[src/rtl/tmr_pkg.sv]
`timescale 1ns/1ps
package tmr_pkg;

  localparam int NUM_CH   = 2;
  localparam int CTRL_OFS = 'h00;
  localparam int STAT_OFS = 'h04;

  // control field positions per channel
  function automatic int en_pos(int c);
    return 2 * c;
  endfunction

  function automatic int rld_pos(int c);
    return 2 * c + 1;
  endfunction

  function automatic int src_pos(int c);
    return 11 + c;
  endfunction

  function automatic int psc_pos(int c, int psc_w);
    return 19 + psc_w * c;
  endfunction

  // status flag position per channel
  function automatic int flag_pos(int c);
    return 8 * c;
  endfunction

  // per-channel register offsets
  function automatic int reload_ofs(int c);
    return 'h10 + 8 * c;
  endfunction

  function automatic int value_ofs(int c);
    return 'h14 + 8 * c;
  endfunction

  // writable control bits
  function automatic logic [31:0] ctrl_mask(int psc_w);
    logic [31:0] m;
    m = '0;
    for (int c = 0; c < NUM_CH; c++) begin
      m[en_pos(c)]  = 1'b1;
      m[rld_pos(c)] = 1'b1;
      m[src_pos(c)] = 1'b1;
      for (int b = 0; b < psc_w; b++) m[psc_pos(c, psc_w) + b] = 1'b1;
    end
    return m;
  endfunction

endpackage

[src/rtl/tmr_prescaler.sv]
`timescale 1ns/1ps
module tmr_prescaler #(
  parameter int PSC_W = 3
) (
  input  logic             clk,
  input  logic             rst_n,
  input  logic             run,
  input  logic [PSC_W-1:0] shift,
  output logic             tick
);
  localparam int CNT_W = (1 << PSC_W) - 1;

  logic [CNT_W-1:0] cnt_q;
  logic [CNT_W-1:0] limit;

  // last count of a 2^shift cycle period
  function automatic logic [CNT_W-1:0] period_last(logic [PSC_W-1:0] s);
    return CNT_W'((64'd1 << s) - 64'd1);
  endfunction

  assign limit = period_last(shift);
  assign tick  = run && (cnt_q >= limit);

  always_ff @(posedge clk or negedge rst_n) begin
    if (!rst_n)      cnt_q <= '0;
    else if (!run)   cnt_q <= '0;
    else if (tick)   cnt_q <= '0;
    else             cnt_q <= cnt_q + CNT_W'(1);
  end
endmodule

[src/rtl/tmr_channel.sv]
`timescale 1ns/1ps
module tmr_channel #(
  parameter int DATA_W = 32,
  parameter int PSC_W  = 3
) (
  input  logic              clk,
  input  logic              rst_n,
  input  logic              run,
  input  logic              reload_en,
  input  logic              use_ref,
  input  logic              ref_tick,
  input  logic [PSC_W-1:0]  shift,
  input  logic [DATA_W-1:0] reload_val,
  input  logic              val_wr,
  input  logic [DATA_W-1:0] wr_data,
  output logic [DATA_W-1:0] value_q,
  output logic              tick,
  output logic              expire
);
  logic psc_tick;
  logic live_tick;

  tmr_prescaler #(.PSC_W(PSC_W)) u_psc (
    .clk   (clk),
    .rst_n (rst_n),
    .run   (run),
    .shift (shift),
    .tick  (psc_tick)
  );

  function automatic logic [DATA_W-1:0] step_down(logic [DATA_W-1:0] v);
    return v - DATA_W'(1);
  endfunction

  assign tick      = run && (use_ref ? ref_tick : psc_tick);
  assign live_tick = tick && !val_wr;
  assign expire    = live_tick && (value_q == '0);

  always_ff @(posedge clk or negedge rst_n) begin
    if (!rst_n)          value_q <= '0;
    else if (val_wr)     value_q <= wr_data;
    else if (expire)     value_q <= reload_en ? reload_val : value_q;
    else if (live_tick)  value_q <= step_down(value_q);
  end
endmodule

[src/rtl/tmr_regs.sv]
`timescale 1ns/1ps
module tmr_regs
  import tmr_pkg::*;
#(
  parameter int ADDR_W = 8,
  parameter int DATA_W = 32,
  parameter int PSC_W  = 3
) (
  input  logic                           clk,
  input  logic                           rst_n,
  input  logic [ADDR_W-1:0]              bus_addr,
  input  logic                           bus_we,
  input  logic [DATA_W-1:0]              bus_wdata,
  input  logic                           bus_re,
  output logic [DATA_W-1:0]              bus_rdata,
  input  logic [NUM_CH-1:0][DATA_W-1:0]  ch_value,
  input  logic [NUM_CH-1:0]              ch_expire,
  output logic [DATA_W-1:0]              ctrl_q,
  output logic [NUM_CH-1:0]              flag_q,
  output logic [NUM_CH-1:0][DATA_W-1:0]  reload_q,
  output logic [NUM_CH-1:0]              val_wr,
  output logic                           ctrl_wr
);
  localparam logic [DATA_W-1:0] CMASK = DATA_W'(ctrl_mask(PSC_W));

  logic stat_wr;

  assign ctrl_wr = bus_we && (bus_addr == ADDR_W'(CTRL_OFS));
  assign stat_wr = bus_we && (bus_addr == ADDR_W'(STAT_OFS));

  // control: a software write wins over a one-shot self-disable
  always_ff @(posedge clk or negedge rst_n) begin
    if (!rst_n) begin
      ctrl_q <= '0;
    end else if (ctrl_wr) begin
      ctrl_q <= bus_wdata & CMASK;
    end else begin
      for (int c = 0; c < NUM_CH; c++)
        if (ch_expire[c] && !ctrl_q[rld_pos(c)]) ctrl_q[en_pos(c)] <= 1'b0;
    end
  end

  // sticky flags: a zero written clears, a new expiry wins
  always_ff @(posedge clk or negedge rst_n) begin
    if (!rst_n) begin
      flag_q <= '0;
    end else begin
      for (int c = 0; c < NUM_CH; c++)
        flag_q[c] <= ch_expire[c] |
                     (flag_q[c] & !(stat_wr && !bus_wdata[flag_pos(c)]));
    end
  end

  for (genvar c = 0; c < NUM_CH; c++) begin : g_ch_regs
    logic rld_wr;
    assign rld_wr    = bus_we && (bus_addr == ADDR_W'(reload_ofs(c)));
    assign val_wr[c] = bus_we && (bus_addr == ADDR_W'(value_ofs(c)));

    always_ff @(posedge clk or negedge rst_n) begin
      if (!rst_n)      reload_q[c] <= '0;
      else if (rld_wr) reload_q[c] <= bus_wdata;
    end
  end

  always_comb begin
    bus_rdata = '0;
    if (bus_re) begin
      if (bus_addr == ADDR_W'(CTRL_OFS)) bus_rdata = ctrl_q;
      if (bus_addr == ADDR_W'(STAT_OFS))
        for (int c = 0; c < NUM_CH; c++) bus_rdata[flag_pos(c)] = flag_q[c];
      for (int c = 0; c < NUM_CH; c++) begin
        if (bus_addr == ADDR_W'(reload_ofs(c))) bus_rdata = reload_q[c];
        if (bus_addr == ADDR_W'(value_ofs(c)))  bus_rdata = ch_value[c];
      end
    end
  end
endmodule

[src/rtl/dual_down_timer.sv]
`timescale 1ns/1ps
module dual_down_timer
  import tmr_pkg::*;
#(
  parameter int ADDR_W = 8,
  parameter int DATA_W = 32,
  parameter int PSC_W  = 3
) (
  input  logic              clk,
  input  logic              rst_n,
  input  logic              ref_tick,
  input  logic [ADDR_W-1:0] bus_addr,
  input  logic              bus_we,
  input  logic [DATA_W-1:0] bus_wdata,
  input  logic              bus_re,
  output logic [DATA_W-1:0] bus_rdata,
  output logic [NUM_CH-1:0] irq
);
  // named internal events, brought out for the checker
  logic [DATA_W-1:0]             ctrl_q;
  logic [NUM_CH-1:0]             ev_flag;
  logic [NUM_CH-1:0][DATA_W-1:0] ch_reload;
  logic [NUM_CH-1:0][DATA_W-1:0] ch_value;
  logic [NUM_CH-1:0]             ch_val_wr;
  logic [NUM_CH-1:0]             ch_en;
  logic [NUM_CH-1:0]             ch_rld;
  logic [NUM_CH-1:0]             ch_tick;
  logic [NUM_CH-1:0]             ch_expire;
  logic                          ctrl_wr;

  tmr_regs #(.ADDR_W(ADDR_W), .DATA_W(DATA_W), .PSC_W(PSC_W)) u_regs (
    .clk       (clk),
    .rst_n     (rst_n),
    .bus_addr  (bus_addr),
    .bus_we    (bus_we),
    .bus_wdata (bus_wdata),
    .bus_re    (bus_re),
    .bus_rdata (bus_rdata),
    .ch_value  (ch_value),
    .ch_expire (ch_expire),
    .ctrl_q    (ctrl_q),
    .flag_q    (ev_flag),
    .reload_q  (ch_reload),
    .val_wr    (ch_val_wr),
    .ctrl_wr   (ctrl_wr)
  );

  for (genvar c = 0; c < NUM_CH; c++) begin : g_ch
    assign ch_en[c]  = ctrl_q[en_pos(c)];
    assign ch_rld[c] = ctrl_q[rld_pos(c)];

    tmr_channel #(.DATA_W(DATA_W), .PSC_W(PSC_W)) u_chan (
      .clk        (clk),
      .rst_n      (rst_n),
      .run        (ch_en[c]),
      .reload_en  (ch_rld[c]),
      .use_ref    (ctrl_q[src_pos(c)]),
      .ref_tick   (ref_tick),
      .shift      (ctrl_q[psc_pos(c, PSC_W) +: PSC_W]),
      .reload_val (ch_reload[c]),
      .val_wr     (ch_val_wr[c]),
      .wr_data    (bus_wdata),
      .value_q    (ch_value[c]),
      .tick       (ch_tick[c]),
      .expire     (ch_expire[c])
    );
  end

  assign irq = ev_flag;
endmodule

[config.mk]
export PLATFORM = sky130hd
export DESIGN_NAME = dual_down_timer
export DESIGN_NICKNAME = d
export VERILOG_FILES = /design/src/rtl/tmr_pkg.sv /design/src/rtl/tmr_prescaler.sv /design/src/rtl/tmr_channel.sv /design/src/rtl/tmr_regs.sv /design/src/rtl/dual_down_timer.sv
export SDC_FILE = /design/constraint.sdc
export NUM_CORES = 1
export LEC_CHECK = 0
export BUFFER_PORTS_ARGS = -buffer_cell sky130_fd_sc_hd__buf_4
export CAP_MARGIN = 10
export CORE_MARGIN = 4
export CORE_UTILIZATION = 45
export CTS_CLUSTER_DIAMETER = 30
export DETAILED_ROUTE_END_ITERATION = 10
export GPL_ROUTABILITY_DRIVEN = 0
export RECOVER_POWER = 25
export REMOVE_ABC_BUFFERS = 1
export SYNTH_ARGS = -nofsm -noshare
export SYNTH_HDL_FRONTEND = slang
export SYNTH_HIERARCHICAL = 1
export SYNTH_SLANG_ARGS = --single-unit
export TNS_END_PERCENT = 100
[constraint.sdc]
create_clock -name clk -period 3.9 [get_ports clk]
set_input_delay 0.78 -clock clk [delete_from_list [all_inputs] [get_ports clk]]
set_output_delay 0.78 -clock clk [all_outputs]
set_load 0.1 [all_outputs]
==> flow_summary.ini <==
[cts]
clock_latency_ps = 440
path_clk_slew_ps = 60
cts_buffer_depth = 2
cts_tree = built
htreeDepth = 4
cts_buffers = 17
cts_root_buf = clkbuf_16
post_cts_buffers = 0
cts.sinks = 156
ctsHoldBuffers = 0

[grt]
antenna_found_initial = 0
grt.total_usage_pct = 27.50
overflow = 0
grt_max_degree = 107
first_global_vias = 9405
grt_pass1_wl_mm = 55.62

[job]
drv_cap = 1

[place]
io_buffer_count = 78
placed_area_sq_mm = 0.01125
hpwlAfterDp_mm = 24.17

[cells_and_area]
design_area_sq_mm = 0.01187
syn2layout_area_growth_pct = 14.51
n_antenna_cell = 0
nNetsFinal = 1203
drive_above_1_share_pct = 27.49

[drt]
antenna_left = 0
vias = 9429
drc_errors = 0
first_pass_iters = 6
wire_per_inst_um = 24.57
first_iter_violations = 1131
routed_wl_mm = 35.33
vias_per_cell = 6.557

[floorplanning]
floorplan.initialDensity_pct = 45.76
dieArea_sq_mm = 0.02552
row_count = 55
die_height_um = 159.7
die_x_um = 159.7
core-area_sq_mm = 0.02264
io_pins = 79

[setup_path]
critPathKind = register to register
required_ps = 4220
cp.arrival_ps = 4000
crit_path_end_kind = register
critPathMaxFanout = 18
rrSetupSlack_ps = 210
cp-start-kind = register

[run_status]
violations = max-capacitance violations, max-slew violations
status = finished, violations left

[power]
p_total_mw = 4.025
leakage_nw = 5.363
p_per_area_mw_per_mm2 = 339.2
ir_worst_vdd_uv = 231.5

[timing]
slew_viol_final = 106
min_period_ps = 3687
clock_skew_ps = 16.93
worst_pin_slew_ps = 2811
setup_violations = 0
slew_headroom_pct = -87.41
rsz0062_at_grt = false
fin_crit_sh_pct = 94.55
max_freq_mhz = 271.2
hold_viol = 0

[worst_hold_path]
hold_path_class = register to register

[synthesis]
postSynthCellCount = 1067
ys_warn_count = 6
syn_area_sq_mm = 0.01036
syn_area_per_cell_sq_um = 9.711
==> worst paths after layout <==
kind,endpoint,cells past startpoint,start
setup / recovery,g_ch[0].u_chan/value_q[23],11,u_regs/ctrl_q[20]
hold / removal,g_ch[1].u_chan/u_psc/cnt_q[0],1,g_ch[1].u_chan/u_psc/cnt_q[0]
setup reg to reg,g_ch[0].u_chan/value_q[23],11,u_regs/ctrl_q[20]
hold reg to reg,g_ch[1].u_chan/u_psc/cnt_q[0],1,g_ch[1].u_chan/u_psc/cnt_q[0]
max in group asynchronous,u_regs/reload_q[22],1,rst_n
min in group asynchronous,u_regs/reload_q[37],1,rst_n
==> metrics by stage <==
stage               setup WS [ps]  setup TNS, ps  hold slack (ps)  utilization [%]  instances
global placement            287.1              0            506.3            49.68       1406
finish                      212.7              0            527.5            52.41       1438
floorplan                   -2237         -71150            469.8                -        996
CTS                         116.5              0            522.6            52.41       1438
detailed placement          124.4              0            511.7            49.68       1406
global route                31.14              0            549.1            52.41       1438
==> area by class of cell <==
type                            count  area, sq um
Clock buffer                       20        456.7
Clock inverter                     12        161.4
Fill cell                        2087        10780
Inverter                           20        75.07
Multi-Input combinational cell    820         5963
Sequential cell                   156         3904
Tap cell                          285        356.6
Timing Repair Buffer              125        948.4
==> state kept, by name, indices dropped and copies added, names as in the netlist <==
register / count
u_regs/flag_q: 2
g_ch.u_chan/u_psc/cnt_q: 14
g_ch.u_chan/value_q: 64
u_regs/ctrl_q: 12
u_regs/reload_q: 64
==> cells in the final DEF (no fill, tap or decap), types with 5 or more instances in the layout <==
cell	count
a211o_1	8
a21oi_1	58
a22o_1	8
a22oi_1	35
a31oi_1	20
a32o_1	6
and2_1	6
and2_2	17
and3_1	6
buf_4	123
clkbuf_16	17
dfrtp_1	156
ha_1	18
inv_1	20
mux2_2	55
mux2_4	33
mux2i_1	5
nand2_1	70
nand2_2	5
nand2b_1	12
nand3_1	23
nor2_1	90
nor3_1	15
nor4_1	12
o2111ai_1	6
o211a_1	11
o211ai_1	12
o21ai_0	100
o221a_2	18
o22ai_1	16
o31ai_1	8
o32a_1	6
o41ai_1	6
or3_1	14
xnor2_1	12
xor2_1	18
==> layer usage <==
metal | vias to the layer above | GRT usage (%) | share of wire [%]
li1 | 4185 | - | -
met1 | 4694 | 36.79 | 42
met2 | 457 | 43.98 | 46
met3 | 93 | 6.400 | 8.4
met4 | 0 | 9.546 | 3.3
met5 | - | 0 | 0
==> what timing repair did <==
item | CTS | global route
resized for setup | 0 | 2
endpoints found under the setup margin | 0 | 18
endpoints found under the hold margin | 0 | 0
==> worst max-delay path, cell delays in order (launching register included) <==
cell,delay (ps)
dfrtp_1,440
or3_1,380
ha_1,280
nand2b_4,150
a2111oi_4,420
o31ai_1,150
and2_1,180
mux2_2,290
and3_1,180
and4_1,470
a211o_1,400
a32o_1,240
==> where the power goes <==
part	switching, mW	internal (mW)	leakage, nW	total (mW)
logic	0.268	0.201	2.98	0.469
clock network	0.728	1.05	0.293	1.78
registers	0.0931	1.69	2.09	1.78
total	1.09	2.94	5.36	4.02
No activity file was read; power rests on OpenSTA's default activity.
